<file path="config.mk">
export PLATFORM = sky130hd
export DESIGN_NAME = dbg_trig_seq
export DESIGN_NICKNAME = d
export VERILOG_FILES = /design/src/rtl/dbg_trig_pkg.sv /design/src/rtl/dbg_trig_rst_sync.sv /design/src/rtl/dbg_trig_route.sv /design/src/rtl/dbg_trig_arb.sv /design/src/rtl/dbg_trig_seq.sv
export SDC_FILE = /design/constraint.sdc
export NUM_CORES = 1
export LEC_CHECK = 0
export ABC_AREA = 1
export BUFFER_PORTS_ARGS = -buffer_cell sky130_fd_sc_hd__buf_2
export CORE_UTILIZATION = 47
export CTS_CLUSTER_DIAMETER = 120
export DETAILED_ROUTE_END_ITERATION = 8
export GPL_ROUTABILITY_DRIVEN = 0
export PLACE_DENSITY = 0.8
export SLEW_MARGIN = 10
export SYNTH_ARGS = -nofsm -noshare
export SYNTH_HDL_FRONTEND = slang
export SYNTH_HIERARCHICAL = 1
export SYNTH_SLANG_ARGS = --single-unit
</file>
<file path="constraint.sdc">
create_clock -name clk -period 0.9 [get_ports clk]
set_clock_uncertainty 0.05 [all_clocks]
set_input_delay 0.09 -clock clk [delete_from_list [all_inputs] [get_ports clk]]
set_output_delay 0.09 -clock clk [all_outputs]
set_load 0.005 [all_outputs]
</file>
<file path="src/rtl/dbg_trig_pkg.sv">
package dbg_trig_pkg;

  localparam int unsigned CH_N     = 3;
  localparam int unsigned CTL_W    = 4;
  localparam int unsigned ST_W     = 2;
  localparam int unsigned RANGE_CH = 1;

  typedef enum logic [ST_W-1:0] {
    ST_FIN = 2'b00,
    ST_ONE = 2'b01,
    ST_TWO = 2'b10,
    ST_THR = 2'b11
  } seq_st_e;

  typedef struct packed {
    logic    en;
    seq_st_e st;
  } hop_t;

endpackage

</file>
<file path="src/rtl/dbg_trig_rst_sync.sv">
module dbg_trig_rst_sync #(
  parameter int unsigned STAGES = 2
) (
  input  logic clk,
  input  logic rst_n,
  output logic rst_sync_n
);

  logic [STAGES-1:0] sr_q;

  always_ff @(posedge clk or negedge rst_n) begin
    if (!rst_n) begin
      sr_q <= '0;
    end else begin
      sr_q <= {sr_q[STAGES-2:0], 1'b1};
    end
  end

  assign rst_sync_n = sr_q[STAGES-1];

endmodule

</file>
<file path="src/rtl/dbg_trig_route.sv">
module dbg_trig_route
  import dbg_trig_pkg::*;
#(
  parameter int unsigned CHN = CH_N
) (
  input  logic [CTL_W-1:0] ctl_i,
  output hop_t [CHN-1:0]   hop_o
);

  localparam int unsigned LAST = CHN - 1;

  logic [1:0] fin_sel;
  logic [1:0] redir;
  logic [1:0] partner;

  assign fin_sel = ctl_i[3:2];
  assign redir   = ctl_i[1:0];
  // completing channel 0 or 1 pairs with channel 2; otherwise channel 0 is the partner
  assign partner = (fin_sel == 2'd1 || fin_sel == 2'd2) ? 2'(LAST) : 2'd0;

  for (genvar g = 0; g < CHN; g++) begin : g_ch
    hop_t hop_g;

    always_comb begin
      hop_g = '{en: 1'b0, st: ST_ONE};
      if (fin_sel != 2'd0 && int'(fin_sel) == g + 1) begin
        hop_g = '{en: 1'b1, st: ST_FIN};
      end else if (int'(partner) == g && redir != 2'd0) begin
        hop_g = '{en: 1'b1, st: seq_st_e'(redir)};
      end else if (fin_sel == 2'd0 && g == LAST) begin
        hop_g = '{en: 1'b1, st: ST_ONE};
      end
    end

    assign hop_o[g] = hop_g;
  end

endmodule

</file>
<file path="src/rtl/dbg_trig_arb.sv">
module dbg_trig_arb
  import dbg_trig_pkg::*;
#(
  parameter int unsigned CHN = CH_N
) (
  input  logic [CHN-1:0] hit_i,
  input  hop_t [CHN-1:0] hop_i,
  output logic           go_o,
  output seq_st_e        dst_o
);

  logic fin_hit;

  always_comb begin
    go_o    = 1'b0;
    dst_o   = ST_ONE;
    fin_hit = 1'b0;
    // scan downward so the lowest active channel is written last
    for (int i = CHN - 1; i >= 0; i--) begin
      if (hit_i[i] && hop_i[i].en) begin
        go_o  = 1'b1;
        dst_o = hop_i[i].st;
      end
    end
    for (int i = 0; i < CHN; i++) begin
      if (hit_i[i] && hop_i[i].en && hop_i[i].st == ST_FIN) begin
        fin_hit = 1'b1;
      end
    end
    if (fin_hit) begin
      dst_o = ST_FIN;
    end
  end

endmodule

</file>
<file path="src/rtl/dbg_trig_seq.sv">
module dbg_trig_seq
  import dbg_trig_pkg::*;
(
  input  logic             clk,
  input  logic             rst_n,
  input  logic             arm_i,
  input  logic             range_i,
  input  logic [CH_N-1:0]  match_i,
  input  logic [CTL_W-1:0] ctl_s1_i,
  input  logic [CTL_W-1:0] ctl_s2_i,
  input  logic [CTL_W-1:0] ctl_s3_i,
  output logic [ST_W-1:0]  state_o,
  output logic             done_o,
  output logic             trig_o
);

  logic             rst_sn;
  seq_st_e          st_q;
  seq_st_e          st_d;
  logic             st_en;
  logic             trig_q;
  logic             trig_d;
  logic [CTL_W-1:0] ctl_cur;
  logic [CH_N-1:0]  ch_mask;
  logic [CH_N-1:0]  hit;
  hop_t [CH_N-1:0]  hop;
  logic             go;
  seq_st_e          dst;

  dbg_trig_rst_sync #(.STAGES(2)) u_rst_sync (
    .clk        (clk),
    .rst_n      (rst_n),
    .rst_sync_n (rst_sn)
  );

  always_comb begin
    unique case (st_q)
      ST_ONE:  ctl_cur = ctl_s1_i;
      ST_TWO:  ctl_cur = ctl_s2_i;
      ST_THR:  ctl_cur = ctl_s3_i;
      default: ctl_cur = '0;
    endcase
  end

  for (genvar c = 0; c < CH_N; c++) begin : g_mask
    if (c == RANGE_CH) begin : g_rng
      assign ch_mask[c] = ~range_i;
    end else begin : g_pass
      assign ch_mask[c] = 1'b1;
    end
  end

  assign hit = match_i & ch_mask & {CH_N{arm_i}};

  dbg_trig_route #(.CHN(CH_N)) u_route (
    .ctl_i (ctl_cur),
    .hop_o (hop)
  );

  dbg_trig_arb #(.CHN(CH_N)) u_arb (
    .hit_i (hit),
    .hop_i (hop),
    .go_o  (go),
    .dst_o (dst)
  );

  // next-state decode
  always_comb begin
    st_en  = !arm_i || (go && st_q != ST_FIN);
    st_d   = arm_i ? dst : ST_ONE;
    trig_d = arm_i && go && st_q != ST_FIN && dst == ST_FIN;
  end

  // state registers
  always_ff @(posedge clk or negedge rst_sn) begin
    if (!rst_sn) begin
      st_q   <= ST_ONE;
      trig_q <= 1'b0;
    end else begin
      if (st_en) begin
        st_q <= st_d;
      end
      trig_q <= trig_d;
    end
  end

  assign state_o = st_q;
  assign done_o  = (st_q == ST_FIN);
  assign trig_o  = trig_q;

  assert_disarm_home_R2: assert property (@(posedge clk) disable iff (!rst_sn)
    !arm_i |=> (state_o == 2'b01 && !done_o && !trig_o));

  assert_fin_wins_R6: assert property (@(posedge clk) disable iff (!rst_sn)
    (arm_i && st_q == ST_THR && ctl_s3_i == 4'b1110 && match_i[0] && match_i[2]) |=> done_o);

  assert_range_mask_R8: assert property (@(posedge clk) disable iff (!rst_sn)
    (arm_i && range_i && match_i == 3'b010) |=> $stable(state_o));

  assert_trig_single_R9: assert property (@(posedge clk) disable iff (!rst_sn)
    trig_o |=> !trig_o);

  assert_trig_entry_R9: assert property (@(posedge clk) disable iff (!rst_sn)
    trig_o |-> (done_o && !$past(done_o)));

  assert_fin_hold_R10: assert property (@(posedge clk) disable iff (!rst_sn)
    (done_o && arm_i) |=> done_o);

endmodule

</file>
==> summary.txt <==
Yosys
  • Syn Nets: 128
  • Mean Syn Cell Area: 5.89 sq um
  • Yosys reg bits: 5
  • Synth top area share: 0.162
  • Ys flop type: dfrtp_1
  • Register area share after synthesis: 0.204
  • YS warnings: 6
  • Asr flop ratio synth: 1.00
  • Post-synth EDFFs: 0
  • Syn Inst Count: approximately 110
  • Post-synthesis cell type count: 20
  • Leading area contributor after synthesis: dfrtp_1
  • Top post-synthesis cells by area: dfrtp_1 (16%), nand3_1 (16%), inv_1 (15%), nand2_1 (13%), ha_1 (8.1%)
  • Synth Cell Area: 618 sq um

Placement
  • Placed Area: around 840 sq um
  • Port bufs: 22
  • Dpl cells: 149
  • HPWL after DPL: 1.19 mm

Detailed routing
  • Residual DRC count: 0
  • DR pass1 iterations: 4
  • Via count: 782
  • Initial DRC count: 24
  • Total routed wirelength: around 1.8 mm
  • Via density per instance: 4.95
  • Wire per inst: 11.5 um
  • Routed Antenna Nets: 0

Clock tree
  • CTS Root Cell: clkbuf_4
  • H-tree depth: 1
  • CTS tree: yes
  • CTS buffer count: 3
  • Worst-skew pair later-pin latency: 240 ps
  • Max Root-Sink Buffers: 2
  • Clock sink total: 5
  • Worst-path clk slew: 50 ps

Finish
  • Diode count: 0
  • # nets final: 168
  • Fill cells: 74
  • Final std cells w/o fill: 158
  • P&R area growth vs syn: 61.1%
  • Share of post-route cells with drive strength above 1: 0.521
  • Design area: between 900 and 1000 sq um

Worst setup path
  • Crit Path Class: register to register
  • CP cell instances: nand3_2, nand3_4, inv_4, ha_4, inv_4, nor3_4, nor2_2, nand2_1, nand2_1, inv_2, nand2_1, nor2_1, nor2_2, nand3_2, nor2_1
  • CP Max Fanout: 6
  • Worst setup SP type: register
  • Register-to-Register Path Depth: 15
  • Worst-path cell with the longest stage delay: dfstp_2
  • CP max stage delay: 610 ps
  • Crit path DAT: 2210 ps
  • Req. time, crit path: 980 ps
  • Most frequent CP cell: nand2_1
  • Critical Path Sink Type: register

STA
  • Final hold slack: ~130 ps
  • Minimum clock period: 2130 ps
  • Count of final setup violators: 6
  • RSZ-0062 raised after global routing: true
  • Final cycle utilization of the critical path: 2.37
  • Max Freq: 0.469 GHz
  • Final Max Slew Viols: 0
  • Worst setup margin: -1230 ps
  • Final Hold Vio Count: 0

Flow run
  • Max-Cap Viols: 0

Global routing
  • Gr ovfl total: 0
  • Initial antenna violation count: 0
  • Largest net degree at the start of global routing: 7
  • Total Routing Usage GR: 0.278
  • Vias in the first global route: 667
  • First-pass GRT wire length: 2.75 mm

Power
  • Peak VDD IR: 1.22 mV
  • Leakage Power: a little under 0.6 nW
  • Pwr Density: around 1100 nW/um^2

Floorplan
  • # IOs: 23
  • DIE WIDTH: 38.3 um
  • Die area: 1460 sq um
  • # rows: 12
  • Core area: roughly 1200 sq um
  • Starting Density: 0.528
  • Die Y: 38.3 um

Outcome
  • Status: finished, violations left
  • Violated checks: negative setup slack

Min path
  • Min-Delay Path Class: input port to async pin
power breakdown:
group          internal (mW)  switching (mW)  leakage [nW]
Sequential             0.240          0.0133        0.0616
Clock                  0.168          0.0932        0.0150
Combinational          0.269           0.338         0.500
per-layer routing:
layer | part of all wire | track usage | up-vias
met3 | 0.050 | 0.0756 | 4
met5 | 0 | 0 | -
met2 | 0.54 | 0.492 | 31
met1 | 0.39 | 0.312 | 352
li1 | - | - | 395
met4 | 0.016 | 0.107 | 0
repair_timing:
action	CTS	global route
endpoints found under the hold margin	4	0
pin swaps	10	13
hold buffers	2	0
gates resized for setup	8	18
buffers inserted	3	0
setup endpoints to repair	6	6
flip-flops by register name, indices dropped and copies added, names as in the netlist:
name and flops:
state_o 2, trig_o 1, u_rst_sync/sr_q 2
cell type report:
| class | count | area, sq um | area share |
|---|---|---|---|
| multi-input cells | 70 | 468 | 0.470 |
| flip-flops and latches | 5 | 126 | 0.127 |
| well taps | 14 | 17.5 | 0.0176 |
| repair buffers | 38 | 249 | 0.250 |
| clock buffers | 4 | 26.3 | 0.0264 |
| inverters | 27 | 109 | 0.109 |
final timing paths:
kind / end / startpoint / slack [ps]
worst max-delay path: trig_o$_DFF_PN0_ / state_o[0]$_DFFE_PN1P_ / -1230
worst min-delay path: u_rst_sync/sr_q[0]$_DFF_PN0_ / rst_n / 130
worst max register to register: trig_o$_DFF_PN0_ / state_o[0]$_DFFE_PN1P_ / -1230
worst min register to register: state_o[0]$_DFFE_PN1P_ / u_rst_sync/sr_q[1]$_DFF_PN0_ / 160
max in group asynchronous: state_o[1]$_DFFE_PN0P_ / u_rst_sync/sr_q[1]$_DFF_PN0_ / 70
min in group clk: state_o[1]$_DFFE_PN0P_ / arm_i / 200
through the flow:
stage / utilization / setup WS (ps) / setup TNS, ps / total power [mW]
global route: 0.850 / -1380 / -5580 / 1.21
floorplan: - / -1120 / -3330 / 0.577
global placement: 0.717 / -1240 / -4160 / 0.714
finish: 0.850 / -1230 / -5030 / 1.12
detailed placement: 0.717 / -1320 / -4410 / 0.730
CTS: 0.799 / -1230 / -5070 / 1.05
placed cells by master (no fill, tap or decap), drive strengths merged:
cell type	Yosys	routed
buf	3	36
inv	27	27
nand2	24	24
nand3	21	21
nor2	10	10
o21ai	5	5
dfrtp	4	4
clkbuf	0	4
ha	4	4
dlygate4sd3	0	2
conb	2	2
nor3	2	2
nand4	1	1
dfstp	1	1
a21oi	1	1
synth_stat cells (2+ instances only):
cell type and number:
buf_4 2, nand2_1 21, inv_1 25, inv_2 2
o21ai_2 2, ha_1 4, conb_1 2, dfrtp_1 4
nor2_1 9, nand2_2 3, nand3_1 20, o21ai_0 3
worst max-delay path: cells and delay by family, from the launching register on:
kind / cells / cell delay (ps)
flip-flops: 1 / 610
buffers and inverters: 3 / 160
AND/OR/NAND/NOR: 11 / 920
adder cells (fa/ha/maj): 1 / 290
logic make-up (layout without fill, tap and decap cells):
group / after synthesis / in the layout / synth area share
flops: 5 / 5 / 0.204
compound gates: 6 / 6 / 0.0607
simple gates: 58 / 58 / 0.435
fa+ha+maj: 4 / 4 / 0.0810
buf+inv: 30 / 69 / 0.206
other cells: 2 / 2 / 0.0122
(Power assumes the default switching activity.)
